`config.mk`:
```
export PLATFORM = sky130hd
export DESIGN_NAME = cal_clock
export DESIGN_NICKNAME = d
export VERILOG_FILES = /design/src/rtl/cal_clock.sv
export SDC_FILE = /design/constraint.sdc
export NUM_CORES = 1
export LEC_CHECK = 0
export BUFFER_PORTS_ARGS = -buffer_cell sky130_fd_sc_hd__buf_2
export CORE_ASPECT_RATIO = 1.4
export CORE_MARGIN = 8
export CORE_UTILIZATION = 30
export DETAILED_ROUTE_END_ITERATION = 8
export MAX_ROUTING_LAYER = met4
export PLACE_DENSITY_LB_ADDON = 0.08
export REMOVE_ABC_BUFFERS = 1
export SYNTH_ARGS = -nofsm -noshare
export SYNTH_HDL_FRONTEND = slang
export SYNTH_SLANG_ARGS = --single-unit
```
`constraint.sdc`:
```
create_clock -name clk -period 7.1 [get_ports clk]
set_input_delay 0 -clock clk [delete_from_list [all_inputs] [get_ports clk]]
set_output_delay 0 -clock clk [all_outputs]
set_load 0.03 [all_outputs]
```
`src/rtl/cal_clock.sv`:
```
module cal_clock (
  input  logic       clk,
  input  logic       rst_n,
  input  logic       tick,
  input  logic       bcd_mode,
  input  logic       hr12_mode,
  input  logic [3:0] addr,
  input  logic       wr_en,
  input  logic [7:0] wdata,
  output logic [7:0] rdata,
  output logic       alarm_hit
);

  logic [6:0] sec, min, hr, dow, date, mon, yr;
  logic [6:0] asec, amin, ahr;
  logic [6:0] n_sec, n_min, n_hr, n_dow, n_date, n_mon, n_yr;
  logic [6:0] mlen;
  logic [6:0] din, hin;

  function automatic [6:0] dec(input logic [7:0] b, input logic bcd);
    dec = bcd ? (7'(b[7:4]) * 7'd10 + 7'(b[3:0])) : b[6:0];
  endfunction

  function automatic [7:0] enc(input logic [6:0] v, input logic bcd);
    enc = bcd ? {4'(v / 7'd10), 4'(v % 7'd10)} : {1'b0, v};
  endfunction

  function automatic [6:0] hour_in(input logic [7:0] b, input logic bcd, input logic h12);
    logic [6:0] v;
    v = dec({1'b0, b[6:0]}, bcd);
    if (!h12)            hour_in = dec(b, bcd);
    else if (v == 7'd12) hour_in = b[7] ? 7'd12 : 7'd0;
    else                 hour_in = b[7] ? v + 7'd12 : v;
  endfunction

  function automatic [7:0] hour_out(input logic [6:0] h, input logic bcd, input logic h12);
    logic [6:0] v;
    logic [7:0] e;
    v = (h == 7'd0) ? 7'd12 : ((h > 7'd12) ? h - 7'd12 : h);
    e = enc(v, bcd);
    hour_out = h12 ? {(h >= 7'd12), e[6:0]} : enc(h, bcd);
  endfunction

  assign din = dec(wdata, bcd_mode);
  assign hin = hour_in(wdata, bcd_mode, hr12_mode);

  always_comb begin
    case (mon)
      7'd2:                        mlen = (yr[1:0] == 2'd0) ? 7'd29 : 7'd28;
      7'd4, 7'd6, 7'd9, 7'd11:     mlen = 7'd30;
      default:                     mlen = 7'd31;
    endcase
  end

  always_comb begin
    n_sec = sec; n_min = min; n_hr = hr; n_dow = dow;
    n_date = date; n_mon = mon; n_yr = yr;
    if (tick) begin
      n_sec = (sec == 7'd59) ? 7'd0 : sec + 7'd1;
      if (sec == 7'd59) begin
        n_min = (min == 7'd59) ? 7'd0 : min + 7'd1;
        if (min == 7'd59) begin
          n_hr = (hr == 7'd23) ? 7'd0 : hr + 7'd1;
          if (hr == 7'd23) begin
            n_dow  = (dow == 7'd7) ? 7'd1 : dow + 7'd1;
            n_date = (date == mlen) ? 7'd1 : date + 7'd1;
            if (date == mlen) begin
              n_mon = (mon == 7'd12) ? 7'd1 : mon + 7'd1;
              if (mon == 7'd12)
                n_yr = (yr == 7'd99) ? 7'd0 : yr + 7'd1;
            end
          end
        end
      end
    end
    if (wr_en) begin
      case (addr)
        4'd0: n_sec  = din;
        4'd2: n_min  = din;
        4'd4: n_hr   = hin;
        4'd6: n_dow  = din;
        4'd7: n_date = din;
        4'd8: n_mon  = din;
        4'd9: n_yr   = din;
        default: ;
      endcase
    end
  end

  always_ff @(posedge clk) begin
    if (!rst_n) begin
      sec <= 7'd0; min <= 7'd0; hr <= 7'd0; dow <= 7'd1;
      date <= 7'd1; mon <= 7'd1; yr <= 7'd0;
      asec <= 7'd0; amin <= 7'd0; ahr <= 7'd0;
      alarm_hit <= 1'b0;
    end else begin
      sec <= n_sec; min <= n_min; hr <= n_hr; dow <= n_dow;
      date <= n_date; mon <= n_mon; yr <= n_yr;
      if (wr_en && addr == 4'd1) asec <= din;
      if (wr_en && addr == 4'd3) amin <= din;
      if (wr_en && addr == 4'd5) ahr  <= hin;
      alarm_hit <= tick && (n_sec == asec) && (n_min == amin) && (n_hr == ahr);
    end
  end

  always_comb begin
    case (addr)
      4'd0:    rdata = enc(sec, bcd_mode);
      4'd1:    rdata = enc(asec, bcd_mode);
      4'd2:    rdata = enc(min, bcd_mode);
      4'd3:    rdata = enc(amin, bcd_mode);
      4'd4:    rdata = hour_out(hr, bcd_mode, hr12_mode);
      4'd5:    rdata = hour_out(ahr, bcd_mode, hr12_mode);
      4'd6:    rdata = enc(dow, bcd_mode);
      4'd7:    rdata = enc(date, bcd_mode);
      4'd8:    rdata = enc(mon, bcd_mode);
      4'd9:    rdata = enc(yr, bcd_mode);
      default: rdata = 8'h00;
    endcase
  end

  AST_SEC_RANGE: assert property (@(posedge clk) disable iff (!rst_n) sec < 7'd60);
  AST_HOLD_NO_TICK: assert property (@(posedge clk) disable iff (!rst_n)
    (!tick && !wr_en) |=> $stable({sec, min, hr, dow, date, mon, yr}));
  AST_HOUR_RANGE: assert property (@(posedge clk) disable iff (!rst_n) hr < 7'd24);
  AST_MONTH_END: assert property (@(posedge clk) disable iff (!rst_n)
    (tick && !wr_en && sec == 7'd59 && min == 7'd59 && hr == 7'd23 && date == mlen) |=> (date == 7'd1));
  AST_YEAR_RANGE: assert property (@(posedge clk) disable iff (!rst_n) yr < 7'd100);
  AST_HIT_NEEDS_TICK: assert property (@(posedge clk) disable iff (!rst_n) !tick |=> !alarm_hit);

endmodule

```
### Yosys cells after proc, flatten, opt, wreduce, memory -nomap -nowiden

Index checks and enable logic that the tools add are counted.

* add/sub/neg operators: 12
* $mul: 2
* divide/modulo/power cells: 24
* order comparisons: 4
* equal/unequal tests: 25
* muxes and demuxes: 73
* reduce and logical (&&, ||, !) cells: 11

Operator list (number)
* two-way mux 7 bit: 57
* two-way mux 8 bit: 12
* divider 7 x 4 -> 7 bit, second input constant: 12
* remainder unit 7 x 4 -> 7 bit, second input constant: 12
* case mux 8 bit (10 select lines): 1
* adder 7 x 1 -> 7 bit, second input constant: 7
* == test 7 x 4 -> 1 bit, second input constant: 4
* == test 7 bit: 4
* == test 7 x 3 -> 1 bit, second input constant: 3
* == test 4 x 3 -> 1 bit, second input constant: 4
* adder 7 x 4 -> 7 bit: 2
* == test 7 x 6 -> 1 bit, second input constant: 2
* >= comparator 7 x 4 -> 1 bit, second input constant: 2
* > comparator 7 x 4 -> 1 bit, second input constant: 2
* logical NOT 7 bit: 2
* subtractor 7 x 4 -> 7 bit, second input constant: 2
* == test 4 x 2 -> 1 bit, second input constant: 2
* == test 4 bit, second input constant: 2
* adder 7 x 4 -> 7 bit, second input constant: 1
* == test 7 x 2 -> 1 bit, second input constant: 1
* == test 7 x 5 -> 1 bit, second input constant: 1
* == test 7 bit, second input constant: 1
* logical AND 1 bit: 6
* multiplier 3 x 3 -> 6 bit, second input constant: 1
* 8 further kinds: 8

* bits in registers: 71
* input port bits: 18
* logic and storage cells: 162

### Logic depth before layout (Yosys ltp)

Gate-level depths: netlist (run 1).

* depth after elaboration: 11
* depth in mapped cells: 21
* depth with buffers taken out: 17

### Least setup slack after synthesis (run 1)

No wires, ideal clock.

* kind: flip-flop to output port
* start: register mon[5]
* end: output rdata[1]
* arrival time: 3991 ps
* path slack: 3109 ps
* stages on the path, launching flop included: 19
* path through: dfxtp_1 -> buf_2 -> buf_2 -> buf_1 -> o21ai_0 -> a21oi_1 -> nor2_1 -> a311oi_1 -> ha_1 -> clkbuf_1 -> nor2_1 -> a32oi_1 -> nand4_1 -> a31oi_1 -> mux2i_1 -> or4_1 -> or4_1 -> nor3_1 -> nand4_1

* word-level cells in the longest chain between the ends: 3

RTL lines
* start: declaration: RTL line 14 `logic [6:0] sec, min, hr, dow, date, mon, yr;`
* start signal: assignment: RTL line 98 `date <= n_date; mon <= n_mon; yr <= n_yr;`
* remainder unit 7 x 4 -> 7 bit: RTL line 25 `enc = bcd ? {4'(v / 7'd10), 4'(v % 7'd10)} : {1'b0, v};`
* two-way mux 8 bit: RTL line 25
* case mux 8 bit (10 select lines): RTL line 107 `case (addr)`
* end: declaration: RTL line 10 `output logic [7:0] rdata,`

No other way between the ends.

### Worst setup path after layout (run 1)

* start: register ahr[2]
* end: output rdata[2]

* word-level cells in the longest chain between the ends: 7

RTL lines
* start: declaration: RTL line 15 `logic [6:0] asec, amin, ahr;`
* start signal: assignment: RTL line 101 `if (wr_en && addr == 4'd5) ahr <= hin;`
* subtractor 7 x 4 -> 7 bit / > comparator 7 x 4 -> 1 bit (equally long branches): RTL line 39 `v = (h == 7'd0) ? 7'd12 : ((h > 7'd12) ? h - 7'd12 : h);`
* two-way mux 7 bit (2 in series): RTL line 39
* remainder unit 7 x 4 -> 7 bit: RTL line 25
* two-way mux 7 bit: RTL line 25
* two-way mux 8 bit *: RTL line 41 `hour_out = h12 ? {(h >= 7'd12), e[6:0]} : enc(h, bcd);`
* case mux 8 bit (10 select lines) *: RTL line 107

Mark *: on every way between the ends. The rest lies on a longest branch, timed or not.

==> results of run 1 <==
## final cells by class
cell class | instances | area [µm²]
fill | 4428 | 26900
inverter | 66 | 248
clock buffer | 10 | 229
multi-input combinational | 1468 | 9550
tap | 528 | 661
clock inverter | 6 | 46.3
timing repair buffer | 50 | 313
sequential | 71 | 1420
## registers in the layout (all words and copies together) (netlist names)
name,count
mon,7
hr,7
amin,7
asec,7
ahr,7
min,7
yr,7
date,7
dow,7
alarm_hit,1
sec,7
## routing by layer
| layer | share of wire | up-vias | wire [µm] | track usage |
|---|---|---|---|---|
| li1 | - | 6343 | - | - |
| met1 | 0.42 | 6392 | 20800 | 0.249 |
| met2 | 0.52 | 331 | 25900 | 0.387 |
| met3 | 0.032 | 77 | 1580 | 0.0184 |
| met4 | 0.034 | 0 | 1720 | 0.0788 |
| met5 | 0 | - | 0 | - |
## worst paths after layout
| check | end | slack, ns | startpoint |
|---|---|---|---|
| worst max-delay path | rdata[2] | 1.23 | ahr[2] |
| worst min-delay path | dow[0] | 0.11 | rst_n |
| worst max register to register | yr[3] | 3.05 | sec[1] |
| worst min register to register | amin[1] | 0.63 | amin[1] |
## cell usage after synthesis (25+ instances only)
cell type and count:
o21ai_0 121, a31oi_1 31, and2_1 25, inv_1 61, nand4_1 29, nand2_1 162
buf_2 36, a211oi_1 42, clkbuf_1 91, nor2b_1 44, ha_1 58, a21oi_1 124
dfxtp_1 71, nand2b_1 50, mux2i_1 34, nor2_1 148, xor2_1 35, o211ai_1 31
nor3_1 51, xnor2_1 60, nand3_1 62
## cells in the final DEF (no fill, tap or decap), types with 29 or more instances in the layout
cell	n
a31oi_1	31
a211oi_1	42
xnor2_1	60
inv_1	61
dfxtp_1	71
a21oi_1	124
mux2i_1	34
ha_1	58
nand4_1	29
nor2_1	148
nand2b_1	50
nor3_1	50
o211ai_1	31
nor2b_1	44
nand3_1	62
xor2_1	35
nand2_1	162
o21ai_0	121
## cell families after synthesis
kind of cell	synth area share
compound gates	0.331
xor+xnor	0.0696
fa+ha+maj	0.0649
buf+inv	0.0823
flops	0.119
mux	0.0388
simple gates	0.295
## critical path, cell delays in order (launching register included)
cell and delay, ns:
dfxtp_1 0.84, inv_1 0.31, ha_1 0.29, nand2b_1 0.18
a31oi_1 0.14, a31oi_1 0.48, o211ai_1 0.17, a21o_1 0.28
xnor2_1 0.15, ha_1 0.34, inv_1 0.14, o2111ai_1 0.12
o211ai_1 0.58, a311oi_1 0.31, nor4_1 0.78, nand4b_1 0.16
buf_2 0.23
## where the power goes
part	switching, mW	internal [mW]
registers	0.0335	0.407
logic	0.281	0.141
clock network	0.218	0.239
total	0.533	0.787
## stage by stage
step	hold slack [ns]	power, mW	cells	utilization	setup WS (ns)
CTS	0.0970	1.33	2199	0.317	1.32
global route	0.129	1.38	2199	0.317	0.972
detailed placement	0.457	0.868	2183	0.310	1.77
global placement	0.470	0.870	2183	0.310	1.71
floorplan	0.0619	0.696	1605	-	2.82
finish	0.110	1.32	2199	0.317	1.23
==> results.sh, run 1 <==
export IMPL_status="finished clean"
export IMPL_via_count=13100
export IMPL_required_ns=7.10
export IMPL_clkSinkCount=71
export IMPL_whs_path_depth=3
export IMPL_syn_to_final_growth_pct=4.33
export IMPL_die_h_um=252
export IMPL_place_gp_congestion=0.921
export IMPL_drv_cap=0
export IMPL_clock_path_buffers=2
export IMPL_fin_nets=1744
export IMPL_dieArea_um2=46600
export IMPL_diodes=0
export IMPL_period_share=0.827
export IMPL_dr_pass1_iters=5
export IMPL_grt_pass1_vias=12400
export IMPL_rsz0062_at_grt="false"
export IMPL_clock_fmax_mhz=170
export IMPL_ys_seq_elements=71
export IMPL_clk_latency_ns=0.37
export IMPL_cts_resized=0
export IMPL_cp_start_kind="flop"
export IMPL_grt_pass1_wl_um=76300
export IMPL_hpwl_um=37500
export IMPL_drive_above_1_share=0.0646
export IMPL_wl_um=50000
export IMPL_antenna_left=0
export IMPL_setup_tns_final_ns=0
export IMPL_power_density_nw_per_um2=106
export IMPL_cts_tree="done"
export IMPL_yosysTopAreaCell="dfxtp_1"
export IMPL_yosys_most_used_dff="dfxtp_1"
export IMPL_hp_class="input pin to flop"
export IMPL_grt_usage=0.217
export IMPL_via_per_inst=5.98
export IMPL_grt_max_degree=65
export IMPL_stdcell_area_um2=12500
export IMPL_wl_per_cell_um=22.7
export IMPL_maxSlewHeadroom=0.222
export IMPL_syn_area_um2=12000
export IMPL_clk_pin_slew_ns=0.07
export IMPL_avgSynthCellArea_um2=6.76
export IMPL_async_flop_share=0
export IMPL_path_max_fanout=21
export IMPL_tightestPinTransition_ns=1.15
export IMPL_fp_dieW_um=185
export IMPL_cts_setup_buffers=0
export IMPL_yosys_top_cells_area="dfxtp_1 12%, ha_1 6.1%, a21oi_1 5.2%, nand2_1 5.1%, o21ai_0 5.1%"
export IMPL_fin_crit_ns=5.87
export IMPL_arrival_ns=5.87
export IMPL_finalClockSkew_ns=0.0108
export IMPL_yosys_area_top_type_share=0.119
export IMPL_grt_overflow=0
export IMPL_worstSetupPathType="flop to output pin"
export IMPL_boundaryPins=27
export IMPL_rr_worst_depth=11
export IMPL_leakage_nw=4.29
export IMPL_hold_viol=0
export IMPL_synth_edff_count=0
export IMPL_cts_inserted_buffers=9
export IMPL_cp_end_kind="output pin"
export IMPL_htreeDepth=3
export IMPL_yosysSeqAreaShare=0.119
export IMPL_root_buffer="clkbuf_16"
export IMPL_drtIter0Drc=811
export IMPL_cts_hold_buffers=0
export IMPL_ir_worst_vdd_mv=0.109
export IMPL_setup_viol=0
export IMPL_initial_core_util=0.304
export IMPL_io_buffers=26
export IMPL_drc=0
export IMPL_yosysWarnings=0
export IMPL_rows=86
export IMPL_slew_viol_final=0
export IMPL_core_area_um2=39400
export IMPL_synthDistinctLibCells=104
export IMPL_postSynthCellCount=1767
export IMPL_place_area_um2=12200
export IMPL_antenna_found_initial=1
Power figures use the tool's default switching activity.
==> run 2: changes to the inputs <==
--- a/config.mk
+++ b/config.mk
@@ -5,6 +5,7 @@
 export SDC_FILE = /design/constraint.sdc
 export NUM_CORES = 1
 export LEC_CHECK = 0
+export ABC_AREA = 1
 export BUFFER_PORTS_ARGS = -buffer_cell sky130_fd_sc_hd__buf_2
 export CORE_ASPECT_RATIO = 1.4
 export CORE_MARGIN = 8
==> constraint.sdc (replaced) <==
create_clock -name clk -period 4.7 [get_ports clk]
set_input_delay 0 -clock clk [delete_from_list [all_inputs] [get_ports clk]]
set_output_delay 0 -clock clk [all_outputs]
set_load 0.03 [all_outputs]
==> run 2 against run 1 <==
Net effect: area after synthesis fell by 18%; register-to-register slack got worse by 1.8 ns; clock-buffer cell count rose by 2; critical endpoint is now rdata[4]; largest power group unchanged; highest routed layer unchanged.
==> results.sh, run 2 <==
export IMPL_cp_common_cell="nand2_1"
export IMPL_diodes=0
export IMPL_cp_start_kind="flop"
export IMPL_period_share=0.874
export IMPL_place_gp_congestion=0.925
export IMPL_async_flop_share=0
export IMPL_drv_cap=0
export IMPL_fin_crit_ns=4.11
export IMPL_leakage_nw=5.09
export IMPL_yosysSeqAreaShare=0.146
export IMPL_grt_max_degree=57
export IMPL_via_per_inst=5.30
export IMPL_wl_per_cell_um=18.7
export IMPL_rows=78
export IMPL_antenna_left=0
export IMPL_grt_usage=0.210
export IMPL_worstSetupPathType="flop to output pin"
export IMPL_syn_area_um2=9760
export IMPL_syn_to_final_growth_pct=9.50
export IMPL_die_h_um=229
export IMPL_cp_end_kind="output pin"
export IMPL_final_cell_mix="396 x nand2_1, 230 x inv_1, 175 x nand3_1, 149 x o21ai_0, 124 x a21oi_1"
export IMPL_r2r_slack_ns=1.26
export IMPL_wl_um=39600
export IMPL_initial_core_util=0.303
export IMPL_ir_worst_vdd_mv=0.191
export IMPL_path_max_fanout=9
export IMPL_cts_tree="done"
export IMPL_ys_seq_elements=71
export IMPL_avgSynthCellArea_um2=5.76
export IMPL_clkSinkCount=71
export IMPL_yosys_top_cells_area="nand2_1 15%, dfxtp_1 15%, nand3_1 9.0%, inv_1 8.9%, o21ai_0 7.6%"
export IMPL_tightestPinTransition_ns=0.848
export IMPL_clock_fmax_mhz=243
export IMPL_htreeDepth=3
export IMPL_hpwl_um=31800
export IMPL_hold_slack_ns=0.0928
export IMPL_drive_above_1_share=0.0961
export IMPL_yosysWarnings=0
export IMPL_cts_inserted_buffers=9
export IMPL_synth_edff_count=0
export IMPL_power_density_nw_per_um2=190
export IMPL_core_area_um2=32200
export IMPL_yosys_area_top_type_share=0.152
export IMPL_multi_input_area_um2=7150
export IMPL_slew_viol_final=0
export IMPL_whs_path_depth=3
export IMPL_yosysTopAreaCell="nand2_1"
export IMPL_dieArea_um2=38600
export IMPL_synth_commonest_cells="396 x nand2_1, 231 x inv_1, 175 x nand3_1, 149 x o21ai_0, 124 x a21oi_1"
export IMPL_max_stage_delay_ns=0.56
export IMPL_grt_overflow=0
export IMPL_fin_util=0.332
export IMPL_hold_path_endpoint="sec[0]"
export IMPL_synth_most_common_cell="nand2_1"
export IMPL_timing_rr_end="alarm_hit"
export IMPL_antenna_found_initial=0
export IMPL_hold_viol=0
export IMPL_via_count=11200
export IMPL_rr_worst_depth=15
export IMPL_yosys_most_used_dff="dfxtp_1"
export IMPL_arrival_ns=4.11
export IMPL_postSynthCellCount=1694
export IMPL_fin_nets=1790
export IMPL_synthDistinctLibCells=59
export IMPL_min_from="wdata[0]"
export IMPL_dr_pass1_iters=5
export IMPL_root_buffer="clkbuf_16"
export IMPL_rsz0062_at_grt="false"
export IMPL_status="finished clean"
export IMPL_drc=0
export IMPL_crit_slowest_cell="dfxtp_1"
export IMPL_layout_commonest_cell="nand2_1"
export IMPL_fp_dieW_um=168
export IMPL_grt_pass1_wl_um=61300
export IMPL_maxSlewHeadroom=0.433
export IMPL_io_buffers=26
export IMPL_hp_class="input pin to flop"
export IMPL_nFillCells=3679
export IMPL_r2r_start="sec[0]"
export IMPL_setup_tns_final_ns=0
export IMPL_required_ns=4.70
export IMPL_setup_viol=0
export IMPL_clock_path_buffers=2
export IMPL_clk_pin_slew_ns=0.06
export IMPL_drtIter0Drc=680
export IMPL_finalClockSkew_ns=0.00549
export IMPL_clk_latency_ns=0.37
export IMPL_grt_pass1_vias=10800
export IMPL_boundaryPins=27
export IMPL_regArea_um2=1420
run 2: cell count changes in the layout (fill, tap and decap cells not counted), sizes merged, moves of 25 or more:
cell,delta
inv,+194
and2,-25
a211oi,-32
nand2,+265
mux2i,-32
xnor2,-55
nand3,+123
a31oi,-26
nor3,-31
o21ai,+46
nor2b,-44
nand2b,-50
run 2: power breakdown:
part           switching [mW]  leakage (nW)  internal [mW]
registers              0.0228         0.576          0.616
logic                   0.432          4.36          0.184
clock network           0.313         0.151          0.464
run 2: per-layer routing:
layer,global-route usage,wire length (µm),vias to the layer above
li1,-,-,5689
met1,0.227,16600,5257
met2,0.383,20400,217
met3,0.0188,1060,60
met4,0.0931,1520,0
met5,-,0,-
run 2: how the worst max path moves through the flow:
| stage | endpoint | cells past startpoint | from | slack (ns) |
|---|---|---|---|---|
| after global placement | rdata[1] | 30 | hr[2] | 0.52 |
| after global routing | rdata[2] | 31 | hr[2] | 0.03 |
| after detailed placement | rdata[1] | 30 | hr[2] | 0.50 |
| after floorplan | rdata[5] | 19 | hr[2] | 1.40 |
| final | rdata[4] | 29 | ahr[6] | 0.59 |
| after CTS | rdata[1] | 30 | hr[2] | 0.11 |
run 2: stage by stage:
step           setup slack [ns]  power, mW  std cells  instance area (µm²)
6_report                  0.592       2.03       2117                10700
5_1_grt                  0.0322       2.15       2117                10700
4_1_cts                   0.112       2.05       2112                10600
2_1_floorplan              1.40       1.05       1655                 9590
3_3_place_gp              0.516       1.27       2095                10300
3_5_place_dp              0.504       1.27       2095                10300
run 2: cells by family (layout without fill, tap and decap cells):
family | Yosys count | after routing | synth area share
compound gates | 389 | 389 | 0.228
xor+xnor | 49 | 49 | 0.0471
fa+ha+maj | 60 | 60 | 0.0785
buf+inv | 308 | 331 | 0.122
flops | 71 | 71 | 0.146
mux | 4 | 4 | 0.00436
simple gates | 813 | 813 | 0.375
run 2: area by class of cell:
| type | instances | share of cell area |
|---|---|---|
| clock buffer | 12 | 0.0221 |
| clock inverter | 4 | 0.00656 |
| inverter | 269 | 0.0955 |
| multi-input combinational | 1315 | 0.669 |
| sequential | 71 | 0.133 |
| tap | 400 | 0.0468 |
| timing repair buffer | 46 | 0.0265 |
run 2: critical path: cells and delay by family, from the launching register on:
kind | cells | cell delay [ns]
fa+ha+maj | 2 | 0.46
buf+inv | 7 | 0.69
simple gates | 18 | 1.76
compound gates | 2 | 0.25
flops | 1 | 0.56
run 2: timing repair:
action / 4_1_cts / 5_1_grt
endpoints found under the setup margin: 0 / 4
gates resized for setup: 0 / 4
hold buffers: 1 / 0
endpoints found under the hold margin: 7 / 0
buffers inserted: 0 / 5
